===== config.mk =====
export PLATFORM = sky130hd
export DESIGN_NAME = lamscan_ctrl
export DESIGN_NICKNAME = d
export VERILOG_FILES = /design/src/rtl/lamscan_pkg.sv /design/src/rtl/lamscan_sync.sv /design/src/rtl/lamscan_pass_ctrl.sv /design/src/rtl/lamscan_out.sv /design/src/rtl/lamscan_ctrl.sv
export SDC_FILE = /design/constraint.sdc
export NUM_CORES = 1
export LEC_CHECK = 0
export CAP_MARGIN = 20
export CORE_MARGIN = 4
export CORE_UTILIZATION = 43
export CTS_BUF_LIST = sky130_fd_sc_hd__clkbuf_8 sky130_fd_sc_hd__clkbuf_16
export CTS_CLUSTER_DIAMETER = 40
export DETAILED_ROUTE_END_ITERATION = 10
export PLACE_DENSITY = 0.81
export SETUP_SLACK_MARGIN = 0.1
export SYNTH_ARGS = -nofsm -noshare
export SYNTH_HDL_FRONTEND = slang
export SYNTH_HIERARCHICAL = 1
export SYNTH_SLANG_ARGS = --single-unit

===== constraint.sdc =====
create_clock -name clk -period 2.95 [get_ports clk]
set_clock_uncertainty 0.2 [all_clocks]
set_input_delay 0.59 -clock clk [delete_from_list [all_inputs] [get_ports clk]]
set_output_delay 0.59 -clock clk [all_outputs]
set_load 0.02 [all_outputs]

===== src/rtl/lamscan_pkg.sv =====
package lamscan_pkg;

  typedef enum logic [1:0] {
    ST_IDLE = 2'd0,
    ST_SCAN = 2'd1,
    ST_READ = 2'd2
  } scan_state_e;

endpackage


===== src/rtl/lamscan_sync.sv =====
module lamscan_sync #(
  parameter int WIDTH  = 23,
  parameter int STAGES = 2
) (
  input  logic             clk,
  input  logic             rst,
  input  logic [WIDTH-1:0] async_i,
  output logic [WIDTH-1:0] sync_o
);

  logic [WIDTH-1:0] stage_q [STAGES];

  for (genvar g = 0; g < STAGES; g++) begin : g_stage
    if (g == 0) begin : g_first
      always_ff @(posedge clk) begin
        if (rst) stage_q[g] <= '0;
        else     stage_q[g] <= async_i;
      end
    end else begin : g_next
      always_ff @(posedge clk) begin
        if (rst) stage_q[g] <= '0;
        else     stage_q[g] <= stage_q[g-1];
      end
    end
  end

  assign sync_o = stage_q[STAGES-1];

endmodule


===== src/rtl/lamscan_pass_ctrl.sv =====
module lamscan_pass_ctrl #(
  parameter  int MAX_PASSES = 16,
  localparam int PASS_W     = $clog2(MAX_PASSES + 1)
) (
  input  logic clk,
  input  logic rst,
  input  logic scan_begin,
  input  logic hit,
  input  logic pass_end,
  output logic found_any,
  output logic last_pass
);

  logic              found_q;
  logic [PASS_W-1:0] npass_q;

  assign found_any = found_q | hit;
  assign last_pass = (npass_q == PASS_W'(MAX_PASSES - 1));

  always_ff @(posedge clk) begin
    if (rst || scan_begin) begin
      found_q <= 1'b0;
      npass_q <= '0;
    end else begin
      if (pass_end)  found_q <= 1'b0;
      else if (hit)  found_q <= 1'b1;
      if (pass_end && found_any) npass_q <= npass_q + PASS_W'(1);
    end
  end

endmodule


===== src/rtl/lamscan_out.sv =====
module lamscan_out #(
  parameter int DATA_W = 24,
  parameter int STN_W  = 5
) (
  input  logic              clk,
  input  logic              rst,
  input  logic              capture,
  input  logic [DATA_W-1:0] data_i,
  input  logic [STN_W-1:0]  stn_i,
  output logic              valid_o,
  output logic [DATA_W-1:0] data_o,
  output logic [STN_W-1:0]  stn_o
);

  always_ff @(posedge clk) begin
    if (rst) begin
      valid_o <= 1'b0;
      data_o  <= '0;
      stn_o   <= '0;
    end else begin
      valid_o <= capture;
      if (capture) begin
        data_o <= data_i;
        stn_o  <= stn_i;
      end
    end
  end

endmodule


===== src/rtl/lamscan_ctrl.sv =====
module lamscan_ctrl
  import lamscan_pkg::*;
#(
  parameter  int NUM_STATIONS = 23,
  parameter  int DATA_W       = 24,
  parameter  int MAX_PASSES   = 16,
  parameter  int SYNC_STAGES  = 2,
  localparam int STN_W        = $clog2(NUM_STATIONS + 1)
) (
  input  logic                    clk,
  input  logic                    rst,
  input  logic                    start,
  input  logic [NUM_STATIONS-1:0] lam_i,
  output logic                    rd_req,
  output logic [STN_W-1:0]        rd_stn,
  input  logic                    rd_done,
  input  logic [DATA_W-1:0]       rd_data,
  output logic                    out_valid,
  output logic [DATA_W-1:0]       out_data,
  output logic [STN_W-1:0]        out_stn,
  output logic                    busy,
  output logic                    eob_irq,
  output logic                    timeout
);

  localparam logic [STN_W-1:0] TOP_STN = STN_W'(NUM_STATIONS);
  localparam logic [STN_W-1:0] BOT_STN = STN_W'(1);

  scan_state_e             state_q, state_d;
  logic [STN_W-1:0]        ptr_q, ptr_d;
  logic                    req_q, req_d;
  logic                    eob_q, eob_d;
  logic                    to_q, to_d;
  logic [NUM_STATIONS-1:0] lam_s;
  logic [STN_W-1:0]        scan_idx;
  logic                    pending;
  logic                    read_fin;
  logic                    advance;
  logic                    pass_end;
  logic                    scan_begin;
  logic                    found_any;
  logic                    last_pass;

  lamscan_sync #(
    .WIDTH  (NUM_STATIONS),
    .STAGES (SYNC_STAGES)
  ) i_sync (
    .clk     (clk),
    .rst     (rst),
    .async_i (lam_i),
    .sync_o  (lam_s)
  );

  assign scan_idx   = ptr_q - BOT_STN;
  assign pending    = lam_s[scan_idx];
  assign read_fin   = (state_q == ST_READ) && rd_done;
  assign advance    = ((state_q == ST_SCAN) && !pending) || read_fin;
  assign pass_end   = advance && (ptr_q == BOT_STN);
  assign scan_begin = (state_q == ST_IDLE) && start;

  lamscan_pass_ctrl #(
    .MAX_PASSES (MAX_PASSES)
  ) i_pass (
    .clk        (clk),
    .rst        (rst),
    .scan_begin (scan_begin),
    .hit        (read_fin),
    .pass_end   (pass_end),
    .found_any  (found_any),
    .last_pass  (last_pass)
  );

  always_comb begin
    state_d = state_q;
    ptr_d   = ptr_q;
    req_d   = req_q;
    eob_d   = 1'b0;
    to_d    = to_q;
    case (state_q)
      ST_IDLE: begin
        if (start) begin
          state_d = ST_SCAN;
          ptr_d   = TOP_STN;
          to_d    = 1'b0;
        end
      end
      ST_SCAN: begin
        if (pending) begin
          state_d = ST_READ;
          req_d   = 1'b1;
        end
      end
      ST_READ: begin
        if (rd_done) begin
          state_d = ST_SCAN;
          req_d   = 1'b0;
        end
      end
      default: state_d = ST_IDLE;
    endcase
    if (advance) begin
      if (ptr_q == BOT_STN) begin
        if (!found_any) begin
          state_d = ST_IDLE;
          eob_d   = 1'b1;
        end else if (last_pass) begin
          state_d = ST_IDLE;
          to_d    = 1'b1;
        end else begin
          ptr_d = TOP_STN;
        end
      end else begin
        ptr_d = ptr_q - BOT_STN;
      end
    end
  end

  always_ff @(posedge clk) begin
    if (rst) begin
      state_q <= ST_IDLE;
      ptr_q   <= TOP_STN;
      req_q   <= 1'b0;
      eob_q   <= 1'b0;
      to_q    <= 1'b0;
    end else begin
      state_q <= state_d;
      ptr_q   <= ptr_d;
      req_q   <= req_d;
      eob_q   <= eob_d;
      to_q    <= to_d;
    end
  end

  lamscan_out #(
    .DATA_W (DATA_W),
    .STN_W  (STN_W)
  ) i_out (
    .clk     (clk),
    .rst     (rst),
    .capture (read_fin),
    .data_i  (rd_data),
    .stn_i   (ptr_q),
    .valid_o (out_valid),
    .data_o  (out_data),
    .stn_o   (out_stn)
  );

  assign rd_req  = req_q;
  assign rd_stn  = ptr_q;
  assign busy    = (state_q != ST_IDLE);
  assign eob_irq = eob_q;
  assign timeout = to_q;

endmodule


Word level (Yosys, flattened, before mapping)
Memory sizes are Yosys's and may differ from the RTL's. Cells that the tools add are included.

$add $sub $neg: 2. Order comparisons: 1. Eq/ne operators: 6. Muxes and demuxes: 31. Bitwise gates (word level): 5. Reduce and logical (&&, ||, !) cells: 14.

Operators with widths (number): $mux 23 (2); $mux 5 (6); $mux 2 (7); $mux 1 (13); $lt 5x6->1 const B (1); $pmux 2 s3 (1); $add 5x1->5 const B (1); $bmux 1 s5 (1); $eq 5x1->1 const B (1); $eq 5x4->1 const B (1); $logic_and 1x1->1 (5); $sub 5x1->5 const B (1); $ne 2x2->1 const B (2); $reduce_bool 2->1 (2); $or 1x1->1 (3); $reduce_and 3->1 (1); $reduce_or 3->1 (1); $eq 2x1->1 const B (1); $eq 2x2->1 const B (1); $logic_not 2->1 (1); $logic_or 1x1->1 (2); $not 1->1 (2); $pmux 1 s2 (1); $reduce_or 2->1 (1); $logic_not 1->1 (1).

Bits in registers: 46. Memory bits (writable): 46. Output and inout bits: 39. Word-level logic and storage cells: 70. Memories kept: 1.

Memory list: i_sync.stage_q (words 2, width 23, read ports 2, clocked after Yosys merged registers in 0, write ports 2, RTL line lamscan_sync.sv:11) `logic [WIDTH-1:0] stage_q [STAGES];`.

Depth between registers and ports, before layout
Depth in word-level cells: 9. Depth in mapped cells: 13. Mapped depth without buffers: 11.

Hierarchy
Netlist, hierarchy kept.

Modules (own cells, without submodules): lamscan_sync (times used 1, cells each 96, area an instance 1229.9 um^2); lamscan_out (times used 1, cells each 96, area an instance 1088.5 um^2); lamscan_ctrl (times used 1, cells each 97, area an instance 879.6 um^2); lamscan_pass_ctrl (times used 1, cells each 30, area an instance 270.3 um^2).

Least setup slack after synthesis
OpenSTA, ideal clock, no wires.

Kind: register to register. From: register ptr_q[0] (netlist: rd_stn[0]). To: register i_pass.npass_q[3]. Library setup time: 0.070 ns. Arrival: 3.006 ns. Data required time: 2.680 ns. Slack: -0.326 ns. Stages on the path, launching flop included: 13. Buffers on the path: 1. Cell sequence: dfxtp_1 > buf_6 > inv_1 > ha_1 > xor2_2 > mux4_2 > nor2_2 > o22ai_2 > o21a_4 > nor2_1 > o21ai_2 > or3_1 > a21oi_1.

Longest elaborated chain between the ends: 8. Elaborated cells between the ends (all ways): 9. Classes of those cells: add/sub (1); eq/ne (1); mux (2); reduce/logical (5).

RTL lines: from (decl) (RTL line lamscan_ctrl.sv:30) `logic [STN_W-1:0] ptr_q, ptr_d;`; from (signal assigned) (RTL line lamscan_ctrl.sv:127) `ptr_q <= ptr_d;`; $sub 5x1->5 (RTL line lamscan_ctrl.sv:54) `assign scan_idx = ptr_q - BOT_STN;`; $bmux 1 s5 (RTL line lamscan_ctrl.sv:55) `assign pending = lam_s[scan_idx];`; $mux 1 (implied by the code) (RTL line lamscan_ctrl.sv:55); $logic_not 1->1 (RTL line lamscan_ctrl.sv:57) `assign advance = ((state_q == ST_SCAN) && !pending) || read_fin;`; $logic_and 1x1->1 (RTL line lamscan_ctrl.sv:57); $logic_or 1x1->1 (RTL line lamscan_ctrl.sv:57); $logic_and 1x1->1 * (RTL line lamscan_ctrl.sv:58) `assign pass_end = advance && (ptr_q == BOT_STN);`; net pass_end (RTL line lamscan_ctrl.sv:39) `logic pass_end;`; $logic_and 1x1->1 * (RTL line lamscan_pass_ctrl.sv:27) `if (pass_end && found_any) npass_q <= npass_q + PASS_W'(1);`; to (signal assigned) (RTL line lamscan_pass_ctrl.sv:27); to (decl) (RTL line lamscan_pass_ctrl.sv:15) `logic [PASS_W-1:0] npass_q;`.

The timed path passes the listed nets; every way through them passes the cells marked *. The select of a mux whose other input is x is not followed. A chain may end at the register's enable or synchronous reset.

Worst setup path in the final report
Same ends and word-level chain as after synthesis.

==> results.sh <==
export IMPL_grt_pass1_wl_um=11400
export IMPL_fin_setup_tns_ns=0
export IMPL_grt_max_degree=35
export IMPL_cpMaxStageDelayCell="mux4_2"
export IMPL_dr_pass1_iters=4
export IMPL_crit_fanout=6
export IMPL_cts_buffers=9
export IMPL_report_final_slew_viol_count=0
export IMPL_synth_area_mux_share_pct=12.6
export IMPL_drive_gt1_share_pct=16.0
export IMPL_synthAdderAreaFrac_pct=1.44
export IMPL_syn_to_final_growth_pct=38.2
export IMPL_synth_top_family_by_area="simple AND/OR/NAND/NOR gates"
export IMPL_synth_xor_area_share_pct=1.73
export IMPL_ys_ff_latch=92
export IMPL_cts_tree="built"
export IMPL_wl_per_cell_um=12.9
export IMPL_slowest_delay_ns=0.56
export IMPL_synth_compound_area_share_pct=5.81
export IMPL_antenna_found_initial=0
export IMPL_period_minus_slack_ns=2.79
export IMPL_synthDistinctLibCells=54
export IMPL_worstPathArrival_ns=2.87
export IMPL_overflow=0
export IMPL_seq_area_frac_synth_pct=53.1
export IMPL_finalCritPeriodShare_pct=94.4
export IMPL_path_cells="inv_6 > ha_4 > xor2_4 > mux4_2 > nor2_4 > o22ai_2 > o21a_4 > nor2_4 > o21ai_4 > or3_4 > a21oi_2"
export IMPL_fmax_mhz=359
export IMPL_yosys_area_share_simple_pct=20.5
export IMPL_cts_root_buf="clkbuf_8"
export IMPL_slew_headroom_pct=58.8
export IMPL_clock_path_buffers=2
export IMPL_finalSetupViolations=0
export IMPL_vias_per_cell=4.75
export IMPL_dieWidth_um=97.8
export IMPL_wl_um=6820
export IMPL_r2r_cells=11
export IMPL_io_pins=90
export IMPL_die_area_um2=9570
export IMPL_fillers=638
export IMPL_setup_worst_path_end_class="flip-flop"
export IMPL_power_leakage_nw=1.77
export IMPL_cts_htree_levels=3
export IMPL_drt_iter0_markers=79
export IMPL_grt_usage_pct=14.6
export IMPL_hp_class="reg -> reg"
export IMPL_synthTopCellsByArea="dfxtp_1 53%, mux2i_1 11%, nor2b_1 8.7%"
export IMPL_grt_pass1_vias=2589
export IMPL_start_util_pct=44.7
export IMPL_vias=2509
export IMPL_cts_sinks=92
export IMPL_vdd_ir_drop_max_v=0.000250
export IMPL_netlist_area_um2=3470
export IMPL_drc_errors=0
export IMPL_diodes=0
export IMPL_core_area_um2=7770
export IMPL_io_buffers=89
export IMPL_hold_viol=0
export IMPL_instances_no_fill=528
export IMPL_dp_cells=502
export IMPL_die_h_um=97.8
export IMPL_cellPowerDensity_nw_per_um2=496
export IMPL_placementRows=32
export IMPL_syn_inst=319
export IMPL_crit_cells=11
export IMPL_worst_endpoint_required_ns=3.03
export IMPL_outcome="complete, no violations"
export IMPL_startpoint_type="flip-flop"
export IMPL_synth_top_area_share_pct=53.1
export IMPL_rsz0062_at_grt="no"
export IMPL_crit_family="simple AND/OR/NAND/NOR gates"
export IMPL_nets=476
export IMPL_clk_latency_ns=0.33
export IMPL_synth_net_count=374
export IMPL_avgSynthCellArea_um2=10.9
export IMPL_min_path_cells=1
export IMPL_drtAntennaViolNets=0
export IMPL_yosysTopAreaCell="dfxtp_1"
export IMPL_path_clk_slew_ns=0.08
export IMPL_path_class="reg -> reg"
export IMPL_crit_top_cell="nor2_4"
export IMPL_tightest_slew_ns=0.618
export IMPL_cp_num_buf_inv=1
export IMPL_gp_congestion=0.892
export IMPL_dpl_hpwl_um=4850
export IMPL_yosysWarnings=6
export IMPL_maxCapViolCount=0
## synth_stat cells, drive strengths merged
master and number:
dfxtp 92, nor2b 48, nor2 45, mux2i 38, buf 12, nand2 9
a21oi 7, inv 6, nand3 5, nor3 5, or2 5, clkbuf 4
ha 4, xor2 4, o21ai 3, a2111oi 2, a31oi 2, mux4 2
nor3b 2, or3 2, xnor2 2, a211oi 1, a221oi 1, a32o 1
a32oi 1, and2b 1, and3 1, mux2 1, nand2b 1, nand3b 1
nand4 1, nand4b 1, nor4 1, o211ai 1, o21a 1, o21bai 1
o22a 1, o22ai 1, o41ai 1, or3b 1, or4b 1
## where the power goes
| group | internal [W] | switching [W] |
|---|---|---|
| sequential | 0.00128 | 0.0000136 |
| combinational | 0.000148 | 0.000111 |
| clock | 0.000432 | 0.000395 |
## cell type report
type	instances	area, um2	area share (%)
clock buffers	11	151	3.16
clock inverters	5	51.3	1.07
inverters	6	27.5	0.574
multi-input cells	205	1570	32.7
flip-flops and latches	92	1850	38.5
well taps	102	128	2.66
repair buffers	107	1020	21.3
## cells by family after synthesis
| family | after synthesis |
|---|---|
| AO/OA/AOI/OAI | 24 |
| XOR/XNOR | 6 |
| adder cells (fa/ha/maj) | 4 |
| buffers and inverters | 22 |
| flip-flops | 92 |
| multiplexers | 41 |
| AND/OR/NAND/NOR | 130 |
## timing repair
action / 4_1_cts / 5_1_grt
pin swaps: 0 / 4
endpoints found under the setup margin: 1 / 4
hold buffers: 0 / 0
buffers inserted: 1 / 9
resized for setup: 1 / 10
## path summary, 6_finish.rpt
path	start	to	slack [ns]
max	rd_stn[0]$_SDFF_PP1_	i_pass/npass_q[3]$_SDFFE_PP0P_	0.16
min	i_sync/stage_q[0][5]$_SDFF_PP0_	i_sync/stage_q[1][5]$_SDFF_PP0_	0.23
max reg2reg	rd_stn[0]$_SDFF_PP1_	i_pass/npass_q[3]$_SDFFE_PP0P_	0.16
min reg2reg	i_sync/stage_q[0][5]$_SDFF_PP0_	i_sync/stage_q[1][5]$_SDFF_PP0_	0.23
## worst register-to-register path: cells and delay by family, from the launching register on
kind,cells,cell delay (ns)
mux,1,0.56
flops,1,0.36
compound gates,4,0.56
buf+inv,1,0.09
xor+xnor,1,0.18
fa+ha+maj,1,0.19
simple gates,3,0.59
## routing by layer
layer | up-vias | wire (um) | track usage (%)
li1 | 1269 | - | -
met1 | 1161 | 2820 | 16.4
met5 | - | 0 | 0
met4 | 0 | 88 | 6.07
met2 | 73 | 3540 | 25.6
met3 | 6 | 371 | 4.57
## through the flow
stage / setup slack (ns) / power (W) / instance area (um2) / hold WS, ns / util (%)
finish: 0.164 / 0.00238 / 4790 / 0.235 / 61.7
global route: 0.0918 / 0.00249 / 4790 / 0.258 / 61.7
CTS: 0.136 / 0.00239 / 4660 / 0.241 / 60.0
detailed placement: 0.0395 / 0.00156 / 4450 / 0.226 / 57.3
global placement: 0.130 / 0.00155 / 4450 / 0.221 / 57.3
floorplan: 0.136 / 0.00145 / 3530 / 0.211 / -
## placed cells by master, fill, tap and decap left out, drive strengths merged, types with 3 or more instances in the layout
cell type	instances
mux2i	38
o21ai	3
clkinv	3
nor2	45
clkdlybuf4s50	88
buf	18
nand2	9
nor3	5
clkbuf	12
ha	4
xor2	4
nand3	5
dfxtp	92
or2	5
inv	6
nor2b	48
a21oi	7
## sequential cells by signal, summed over array words and instances, names as in the netlist
name            cells
state_q             2
i_out/data_o       24
i_sync/stage_q     46
timeout             1
rd_stn              5
i_out/valid_o       1
eob_irq             1
i_pass/found_q      1
i_out/stn_o         5
i_pass/npass_q      5
rd_req              1
(Power assumes the default switching activity.)
